===== config.mk =====
export PLATFORM = sky130hd
export DESIGN_NAME = voq_match_sched
export DESIGN_NICKNAME = d
export VERILOG_FILES = /design/src/rtl/voqm_pkg.sv /design/src/rtl/rr_pick.sv /design/src/rtl/grant_stage.sv /design/src/rtl/accept_stage.sv /design/src/rtl/voq_match_sched.sv
export SDC_FILE = /design/constraint.sdc
export NUM_CORES = 1
export LEC_CHECK = 0
export BUFFER_PORTS_ARGS = -buffer_cell sky130_fd_sc_hd__buf_2
export CAP_MARGIN = 40
export CORE_UTILIZATION = 54
export DETAILED_ROUTE_END_ITERATION = 8
export GPL_TIMING_DRIVEN = 0
export PLACE_DENSITY = 0.77
export SYNTH_ARGS = -nofsm -noshare
export SYNTH_HDL_FRONTEND = slang
export SYNTH_SLANG_ARGS = --single-unit

===== constraint.sdc =====
create_clock -name clk -period 2.1 [get_ports clk]
set_input_delay 0 -clock clk [delete_from_list [all_inputs] [get_ports clk]]
set_output_delay 0 -clock clk [all_outputs]
set_load 0.01 [all_outputs]

===== src/rtl/voqm_pkg.sv =====
package voqm_pkg;
  typedef enum logic {
    PH_IDLE = 1'b0,
    PH_ITER = 1'b1
  } phase_e;
endpackage


===== src/rtl/rr_pick.sv =====
// Programmable priority pick: rotate requests so the pointer sits at bit 0,
// isolate the lowest set bit, rotate the one-hot result back.
module rr_pick #(
  parameter int N  = 4,
  parameter int PW = 2
) (
  input  logic [N-1:0]  req,
  input  logic [PW-1:0] ptr,
  output logic [N-1:0]  pick
);
  logic [2*N-1:0] dbl_req;
  logic [N-1:0]   rot_req;
  logic [N-1:0]   rot_pick;
  logic [2*N-1:0] dbl_pick;

  assign dbl_req  = {req, req} >> ptr;
  assign rot_req  = dbl_req[N-1:0];
  assign rot_pick = rot_req & (~rot_req + {{(N-1){1'b0}}, 1'b1});
  assign dbl_pick = {rot_pick, rot_pick} << ptr;
  assign pick     = dbl_pick[2*N-1:N];

  always_comb begin
    assert_pick_subset_R4: assert ((pick & ~req) == '0);
    assert_pick_onehot_R4: assert ($onehot0(pick));
  end
endmodule


===== src/rtl/grant_stage.sv =====
// One round robin picker per output, scanning the inputs of its column.
module grant_stage #(
  parameter int N  = 4,
  parameter int PW = 2
) (
  input  logic [N*N-1:0]  req_flat,
  input  logic [N-1:0]    row_free,
  input  logic [N-1:0]    col_free,
  input  logic [N*PW-1:0] gptr_flat,
  output logic [N*N-1:0]  grant_flat
);
  for (genvar gj = 0; gj < N; gj++) begin : g_out
    logic [N-1:0] col_req;
    logic [N-1:0] col_pick;
    for (genvar gi = 0; gi < N; gi++) begin : g_in
      assign col_req[gi] = req_flat[gi*N+gj] & row_free[gi] & col_free[gj];
      assign grant_flat[gi*N+gj] = col_pick[gi];
    end
    rr_pick #(.N(N), .PW(PW)) u_pick (
      .req  (col_req),
      .ptr  (gptr_flat[gj*PW +: PW]),
      .pick (col_pick)
    );
    always_comb begin
      assert_grant_freecol_R8: assert (col_free[gj] || (col_pick == '0));
    end
  end
endmodule


===== src/rtl/accept_stage.sv =====
// One round robin picker per input, scanning the grants it received.
module accept_stage #(
  parameter int N  = 4,
  parameter int PW = 2
) (
  input  logic [N*N-1:0]  grant_flat,
  input  logic [N*PW-1:0] aptr_flat,
  output logic [N*N-1:0]  accept_flat
);
  for (genvar gi = 0; gi < N; gi++) begin : g_in
    logic [N-1:0] row_pick;
    rr_pick #(.N(N), .PW(PW)) u_pick (
      .req  (grant_flat[gi*N +: N]),
      .ptr  (aptr_flat[gi*PW +: PW]),
      .pick (row_pick)
    );
    assign accept_flat[gi*N +: N] = row_pick;
  end
endmodule


===== src/rtl/voq_match_sched.sv =====
module voq_match_sched #(
  parameter int N     = 4,
  parameter int ITERS = 3
) (
  input  logic             clk,
  input  logic             rst_n,
  input  logic             req_valid,
  output logic             req_ready,
  input  logic [N*N-1:0]   req_matrix,
  output logic             match_valid,
  output logic [N*N-1:0]   match_matrix
);
  import voqm_pkg::*;

  localparam int PW = (N > 1) ? $clog2(N) : 1;
  localparam int IW = (ITERS > 1) ? $clog2(ITERS) : 1;
  localparam logic [IW-1:0] LAST_IT = IW'(ITERS - 1);

  phase_e          phase_q;
  logic [IW-1:0]   iter_q;
  logic [N*N-1:0]  reqm_q;
  logic [N*N-1:0]  match_q;
  logic            done_q;
  logic [PW-1:0]   gptr_q [N];
  logic [PW-1:0]   aptr_q [N];

  logic [N*PW-1:0] gptr_flat;
  logic [N*PW-1:0] aptr_flat;
  logic [N-1:0]    row_free;
  logic [N-1:0]    col_free;
  logic [N*N-1:0]  grant_w;
  logic [N*N-1:0]  accept_w;
  logic            busy;
  logic            take;

  assign busy = (phase_q == PH_ITER);
  assign take = req_valid && !busy;

  for (genvar gk = 0; gk < N; gk++) begin : g_port
    logic [N-1:0] col_bits;
    for (genvar gm = 0; gm < N; gm++) begin : g_col
      assign col_bits[gm] = match_q[gm*N+gk];
    end
    assign row_free[gk] = ~|match_q[gk*N +: N];
    assign col_free[gk] = ~|col_bits;
    assign gptr_flat[gk*PW +: PW] = gptr_q[gk];
    assign aptr_flat[gk*PW +: PW] = aptr_q[gk];
  end

  grant_stage #(.N(N), .PW(PW)) u_grant (
    .req_flat   (reqm_q),
    .row_free   (row_free),
    .col_free   (col_free),
    .gptr_flat  (gptr_flat),
    .grant_flat (grant_w)
  );

  accept_stage #(.N(N), .PW(PW)) u_accept (
    .grant_flat  (grant_w),
    .aptr_flat   (aptr_flat),
    .accept_flat (accept_w)
  );

  always_ff @(posedge clk or negedge rst_n) begin
    if (!rst_n) begin
      phase_q <= PH_IDLE;
      iter_q  <= '0;
      reqm_q  <= '0;
      match_q <= '0;
      done_q  <= 1'b0;
      for (int k = 0; k < N; k++) begin
        gptr_q[k] <= '0;
        aptr_q[k] <= '0;
      end
    end else begin
      done_q <= 1'b0;
      if (!busy) begin
        if (req_valid) begin
          reqm_q  <= req_matrix;
          match_q <= '0;
          iter_q  <= '0;
          phase_q <= PH_ITER;
        end
      end else begin
        match_q <= match_q | accept_w;
        if (iter_q == LAST_IT) begin
          phase_q <= PH_IDLE;
          done_q  <= 1'b1;
        end else begin
          iter_q <= iter_q + 1'b1;
        end
        if (iter_q == '0) begin
          for (int i = 0; i < N; i++) begin
            for (int j = 0; j < N; j++) begin
              if (accept_w[i*N+j]) begin
                gptr_q[j] <= PW'((i + 1) % N);
                aptr_q[i] <= PW'((j + 1) % N);
              end
            end
          end
        end
      end
    end
  end

  assign req_ready    = !busy;
  assign match_valid  = done_q;
  assign match_matrix = match_q;

  // Handshake and result timing
  assert_ready_drop_R1: assert property (@(posedge clk) disable iff (!rst_n)
    take |=> !req_ready);
  assert_valid_pulse_R2: assert property (@(posedge clk) disable iff (!rst_n)
    match_valid |=> !match_valid);
  assert_result_hold_R2: assert property (@(posedge clk) disable iff (!rst_n)
    (!busy && !req_valid) |=> $stable(match_matrix));
  assert_match_subset_R3: assert property (@(posedge clk) disable iff (!rst_n)
    match_valid |-> ((match_matrix & ~reqm_q) == '0));
  assert_match_grows_R8: assert property (@(posedge clk) disable iff (!rst_n)
    busy |=> (($past(match_q) & ~match_q) == '0));
  assert_late_ptr_hold_R7: assert property (@(posedge clk) disable iff (!rst_n)
    (busy && iter_q != '0) |=> ($stable(gptr_flat) && $stable(aptr_flat)));
  assert_idle_ptr_hold_R11: assert property (@(posedge clk) disable iff (!rst_n)
    !busy |=> ($stable(gptr_flat) && $stable(aptr_flat)));

  for (genvar ga = 0; ga < N; ga++) begin : g_chk
    logic [N-1:0] col_m;
    for (genvar gb = 0; gb < N; gb++) begin : g_bit
      assign col_m[gb] = match_matrix[gb*N+ga];
      assert_gptr_move_R6: assert property (@(posedge clk) disable iff (!rst_n)
        (busy && iter_q == '0 && accept_w[gb*N+ga])
          |=> (gptr_q[ga] == PW'((gb + 1) % N)));
      assert_aptr_move_R6: assert property (@(posedge clk) disable iff (!rst_n)
        (busy && iter_q == '0 && accept_w[ga*N+gb])
          |=> (aptr_q[ga] == PW'((gb + 1) % N)));
    end
    assert_row_onehot_R3: assert property (@(posedge clk) disable iff (!rst_n)
      $onehot0(match_matrix[ga*N +: N]));
    assert_col_onehot_R3: assert property (@(posedge clk) disable iff (!rst_n)
      $onehot0(col_m));
  end
endmodule


## Word-level counts from Yosys, hierarchy flattened

Index checks and enable logic that the tools add are counted.

| word-level totals | value |
|---|---|
| register bits | 52 |
| output and inout port bits | 18 |
| logic and storage cells | 168 |

| cells by class | value |
|---|---|
| add/subtract/negate cells | 9 |
| equality and inequality tests | 2 |
| shifts and indexed selects | 16 |
| multiplexer cells | 41 |
| bitwise operators | 50 |
| reductions and logical operators | 37 |

Operators by type and width:

| operator | number |
|---|---|
| 2-bit two-way mux | 34 |
| 8-bit by 2-bit << shifter with 8-bit output | 8 |
| 8-bit by 2-bit >> shifter with 4-bit output | 8 |
| 4-bit by 1-bit adder with 4-bit output, second input constant | 8 |
| 1-bit AND | 32 |
| 4-bit AND | 8 |
| 16-bit two-way mux | 2 |
| 4-bit inverter | 8 |
| 4-bit nonzero test | 8 |
| 4-bit OR reduction | 8 |
| 3-bit AND reduction | 8 |
| 16-bit OR | 1 |
| 1-bit logical NOT | 9 |
| 1-bit two-way mux | 5 |
| 2-bit AND reduction | 2 |
| 2-bit by 1-bit adder with 2-bit output, second input constant | 1 |
| 2-bit equality test, second input constant | 1 |
| 2-bit logical NOT | 1 |
| 2-bit != test, second input constant | 1 |
| 2-bit nonzero test | 1 |
| 1-bit inverter | 1 |

## Longest topological paths before layout

| depth | value |
|---|---|
| depth after elaboration | 18 |
| gate-level depth with buffers | 9 |
| depth with buffers taken out | 8 |

## Modules after synthesis

Synthesis repeated with hierarchy kept, for this count alone.

| second synthesis, totals | value |
|---|---|
| cell total of the unflattened synthesis | 368 |
| area, all modules | 3,439.5 µm² |

Modules (own cells, without submodules):

| module | times used | cells an instance | area each (µm²) | sequential area each (µm²) |
|---|---|---|---|---|
| voq_match_sched | 1 | 216 | 2,458.6 | 1,301.2 |
| rr_pick | 8 | 17 | 110.1 | 0.0 |
| grant_stage | 1 | 16 | 100.1 | 0.0 |

## Worst setup path before layout

OpenSTA, ideal clock, no wires.

| path | value |
|---|---|
| kind | register -> register |
| start | reg match_q[15] (netlist: match_matrix[15]) |
| end | reg gptr_q (netlist bit gptr_flat[1]) |
| library setup time | 0.122 ns |
| arrival | 2.178 ns |
| slack | -0.199 ns |
| stages on the path, launching flop included | 9 |
| buffers on the path | 0 |
| period minus slack after synthesis | 2.299 ns |
| path through | dfrtp_1 -> or4_4 -> nor4_2 -> nand2_1 -> o22ai_2 -> o21ai_2 -> a32oi_2 -> nand2_1 -> a32o_1 |

| on the way | value |
|---|---|
| longest elaborated chain between the ends | 17 |
| elaborated cells on any way between the ends | 60 |
| classes of those cells | add/sub: 8; shift: 16; mux: 3; bitwise: 27; reduce/logical: 6 |

RTL lines:

| element | RTL line | text |
|---|---|---|
| start: declaration | voq_match_sched.sv:22 | `logic [N*N-1:0] match_q;` |
| start signal: assignment | voq_match_sched.sv:85 | `match_q <= match_q \| accept_w;` |
| 4-bit OR reduction | voq_match_sched.sv:44 | `assign row_free[gk] = ~\|match_q[gk*N +: N];` |
| 1-bit logical NOT | voq_match_sched.sv:44 |  |
| 1-bit AND (2 in series) | grant_stage.sv:16 | `assign col_req[gi] = req_flat[gi*N+gj] & row_free[gi] & col_free[gj];` |
| 8-bit by 2-bit >> shifter with 4-bit output | rr_pick.sv:16 | `assign dbl_req = {req, req} >> ptr;` |
| 4-bit inverter | rr_pick.sv:18 | `assign rot_pick = rot_req & (~rot_req + {{(N-1){1'b0}}, 1'b1});` |
| 4-bit by 1-bit adder with 4-bit output | rr_pick.sv:18 |  |
| 4-bit AND | rr_pick.sv:18 |  |
| 8-bit by 2-bit << shifter with 8-bit output | rr_pick.sv:19 | `assign dbl_pick = {rot_pick, rot_pick} << ptr;` |
| 8-bit by 2-bit >> shifter with 4-bit output | rr_pick.sv:16 |  |
| 4-bit inverter | rr_pick.sv:18 |  |
| 4-bit by 1-bit adder with 4-bit output | rr_pick.sv:18 |  |
| 4-bit AND | rr_pick.sv:18 |  |
| 8-bit by 2-bit << shifter with 8-bit output | rr_pick.sv:19 |  |
| 2-bit two-way mux (3 in series) | voq_match_sched.sv:95 | `if (accept_w[i*N+j]) begin` |
| end signal: indexed assignment | voq_match_sched.sv:96 | `gptr_q[j] <= PW'((i + 1) % N);` |
| end: declaration | voq_match_sched.sv:24 | `logic [PW-1:0] gptr_q [N];` |

Several ways; a longest one is shown, not always the timed one.
A chain may end at the register's enable or synchronous reset.

## Final worst setup path

| path | value |
|---|---|
| start | reg match_q[9] (netlist: match_matrix[9]) |
| end | reg gptr_q (netlist bit gptr_flat[5]) |

The elaborated chain is that of the path after synthesis.

==> flow_summary.ini <==
[run_status]
outcome = finished with violations
violations = design-rule violations, negative hold slack, negative setup slack

[placement]
hpwl_mm = 8.283
placedCellCount = 536
io_buffers = 36
place_congestion = 0.9640

[detailed_routing]
route.vias.total = 4818
drtAntennaViolNets = 0
dr.pass1.iters = 9
drc = 1
drt_iter0_drc = 626
drt_wl_total_mm = 18.04
vias_per_cell = 7.552
wl_per_cell_um = 28.28

[logic_synthesis]
synth_top_cell_by_area = dfrtp_1
synth_seq_cells = 52
synth_cell_types = 74
avgSynthCellArea_um2 = 8.833
syn_inst = 422
yosys-top-cells-area = dfrtp_1 35%, nand2_1 8.4%, a21oi_1 3.5%
synth_top_area_share_pct = 34.91
synth_async_sr_flop_share_pct = 100.0
seq_area_frac_synth_pct = 34.91
synth_nets = 443
synth-edff-count = 0
ys.warnings.count = 0
syn_area_mm2 = 0.003727
ys.flop_type = dfrtp_1

[sta]
setup_viol = 32
setup_ws_ps = -732.6
fin_tns_setup_ps = -17060
hold_viol_final = 2
hold_ws_ps = -1.626
post-route-period-util_pct = 134.9
fmax_ghz = 0.3530
min_period_ps = 2833
worstMarginPinSlew_ps = 898.8
maxSlewHeadroom_pct = 40.08
worst_clock_skew_ps = 11.40
rsz0062_at_grt = yes
drv_slew = 0

[global_routing]
overflow = 0
grt_pass1_wl_mm = 22.42
track_usage_pct = 40.87
grt_pass1_vias = 4253
grt_max_degree = 34
antenna_found_initial = 0

[die]
die-area_mm2 = 0.007239
fp.dieH_um = 85.08
initial_utilization_pct = 57.39
die_w_um = 85.08
coreArea_mm2 = 0.006495
rows = 29
ios = 37

[worst_setup_path]
critPathLaunchType = flip-flop
max_stage_delay_ps = 470
crit_path_max_fanout = 4
cp_num_buf_inv = 2
crit_path_end_kind = flip-flop
ff2ff_setup_slack_ps = -730
arrival_ps = 3030
slowest_stage = dfrtp_2
rr_worst_depth = 10
crit_type = reg2reg
cp_top_family = compound AO/OA/AOI/OAI gates
path_cells = buf_6, buf_12, nor4_4, nand2_1, o2111ai_2, nor2_1, o221ai_2, and2_4, o21ai_2, a22o_1
r2r_end = gptr_flat[5]
required_ps = 2300
timing.rr.start = match_matrix[9]

[layout]
antennaDiodeCount = 0
fin_nets = 581
drive_above_1_share_pct = 49.73
final_cells = 638
syn2layout_area_growth_pct = 54.51

[cts]
root_buffer = clkbuf_8
clk_pin_slew_ps = 100
cts.sinks = 52
clock_path_buffers = 2
tritoncts = done
cts_buffers = 5
clock_latency_ps = 320
htree_levels = 2

[power_and_ir_drop]
p_leak_uw = 0.002377
switchingPower_uw = 5699
combPwrFrac_pct = 69.5
ir_drop_uv = 1096
p_per_area_mw_per_mm2 = 1863
p_seq_share_pct = 23.8
switching_share_pct = 53.12
p_clk_share_pct = 6.6
internal-power_uw = 5030

[worst_hold_path]
hp-class = in2reg
whs_path_depth = 3
hold_end = busy
hp-start = req_valid

[run]
drv_cap = 0
## area by class of cell
type / count / area [µm²]
flip-flops and latches: 52 / 1321
inverters: 19 / 71.32
repair buffers: 134 / 1115
clock inverters: 2 / 35.03
plain buffers: 18 / 123.9
fillers: 291 / 735.7
clock buffers: 6 / 72.57
multi-input cells: 330 / 2924
well taps: 77 / 96.34
## what timing repair did
action                                 4_1_cts  5_1_grt
setup endpoints to repair                   32       32
pin swaps                                   36       46
gates resized for setup                     92       60
endpoints found under the hold margin       35        0
cloned                                       3        0
setup buffers                               53       26
hold buffers                                17        0
## cell families after synthesis
kind of cell	share of synthesized area (%)
AO/OA/AOI/OAI	33.07
XOR/XNOR	0.2350
adder cells (fa/ha/maj)	0.6713
buffers and inverters	4.833
flip-flops	34.91
multiplexers	0.3021
AND/OR/NAND/NOR	25.98
## through the flow
step | hold slack, ps | instance area (µm²) | worst slack, ps | utilization, % | power (µW)
2_1_floorplan | -295.6 | 3842 | -141.2 | - | 5221
3_3_place_gp | 188.6 | 4119 | -599.1 | 63.42 | 6290
3_5_place_dp | -24.82 | 4139 | -617.6 | 63.73 | 6419
4_1_cts | 6.966 | 5285 | -376.9 | 81.37 | 8844
5_1_grt | 49.22 | 5759 | -713.1 | 88.67 | 10940
6_report | -1.626 | 5759 | -732.6 | 88.67 | 10730
## cell usage after synthesis, types with 4 or more instances
master,n
a211oi_2,4
a21o_1,6
a21oi_1,26
a22o_1,7
a22oi_1,11
a32oi_1,10
and2_1,7
and3_1,5
clkbuf_1,12
dfrtp_1,52
inv_1,17
nand2_1,83
nand2b_1,6
nand3_1,10
nor2_1,20
nor2b_1,5
nor3_1,9
nor3_2,4
nor4_1,5
nor4_2,4
o21ai_0,18
o21ai_1,11
o221ai_2,4
o22ai_1,5
## worst min-delay path, delay by kind of cell
family                 cells  cell delay (ps)
AND/OR/NAND/NOR            2              170
buffers and inverters      1              100
## worst max path at each step
stage / to / from / cells after the start / slack, ps
final: gptr_flat[5] / match_matrix[9] / 10 / -730
after global routing: gptr_flat[2] / match_matrix[3] / 13 / -710
after CTS: gptr_flat[1] / match_matrix[7] / 9 / -380
after detailed placement: gptr_flat[5] / match_matrix[5] / 9 / -620
after global placement: aptr_flat[3] / match_matrix[13] / 8 / -600
after floorplan: gptr_flat[4] / match_matrix[13] / 8 / -140
## power groups by stage
| stage | Clock [µW] | Combinational [µW] | Sequential, µW |
|---|---|---|---|
| floorplan | 0 | 3120 | 2100 |
| global placement | 0 | 4020 | 2270 |
| detailed placement | 0 | 4140 | 2280 |
| CTS | 699 | 5830 | 2310 |
| global route | 740 | 7640 | 2550 |
| finish | 713 | 7460 | 2560 |
## flip-flops by register name, indices dropped and copies added (netlist names)
name	count
match_matrix	16
reqm_q	16
aptr_flat	8
gptr_flat	8
iter_q	2
busy	1
match_valid	1
## cells in the final DEF, fill, tap and decap left out, types with 4 or more instances in the layout
| cell type | synthesis | layout |
|---|---|---|
| a21oi_1 | 26 | 11 |
| a22oi_1 | 11 | 5 |
| nand2b_1 | 6 | 4 |
| buf_4 | 3 | 58 |
| nand3_1 | 10 | 4 |
| clkbuf_8 | 0 | 5 |
| dfrtp_1 | 52 | 36 |
| nand2_1 | 83 | 79 |
| a22o_1 | 7 | 7 |
| a32oi_1 | 10 | 4 |
| nor2_1 | 20 | 15 |
| clkbuf_1 | 12 | 10 |
| a32oi_2 | 2 | 5 |
| dlygate4sd3_1 | 0 | 17 |
| buf_12 | 0 | 8 |
| nand2_2 | 1 | 4 |
| and2_1 | 7 | 5 |
| o221ai_4 | 1 | 4 |
| o21ai_1 | 11 | 18 |
| a21oi_2 | 2 | 14 |
| o22ai_2 | 2 | 4 |
| inv_1 | 17 | 17 |
| nor3_4 | 1 | 5 |
| a22oi_2 | 3 | 9 |
| buf_2 | 3 | 38 |
| o21ai_2 | 1 | 9 |
| a21o_1 | 6 | 6 |
| buf_6 | 2 | 19 |
| nor4_4 | 3 | 9 |
| dfrtp_2 | 0 | 16 |
| nand3_2 | 0 | 5 |
| nor3_1 | 9 | 8 |
## per-layer routing
layer / part of all wire [%] / vias to the layer above / GRT usage, %
met5: 0 / - / 0
met3: 14 / 207 / 8.560
li1: - / 1854 / -
met1: 34 / 2271 / 51.95
met2: 43 / 486 / 65.76
met4: 10 / 0 / 21.57
(Power assumes the default switching activity.)
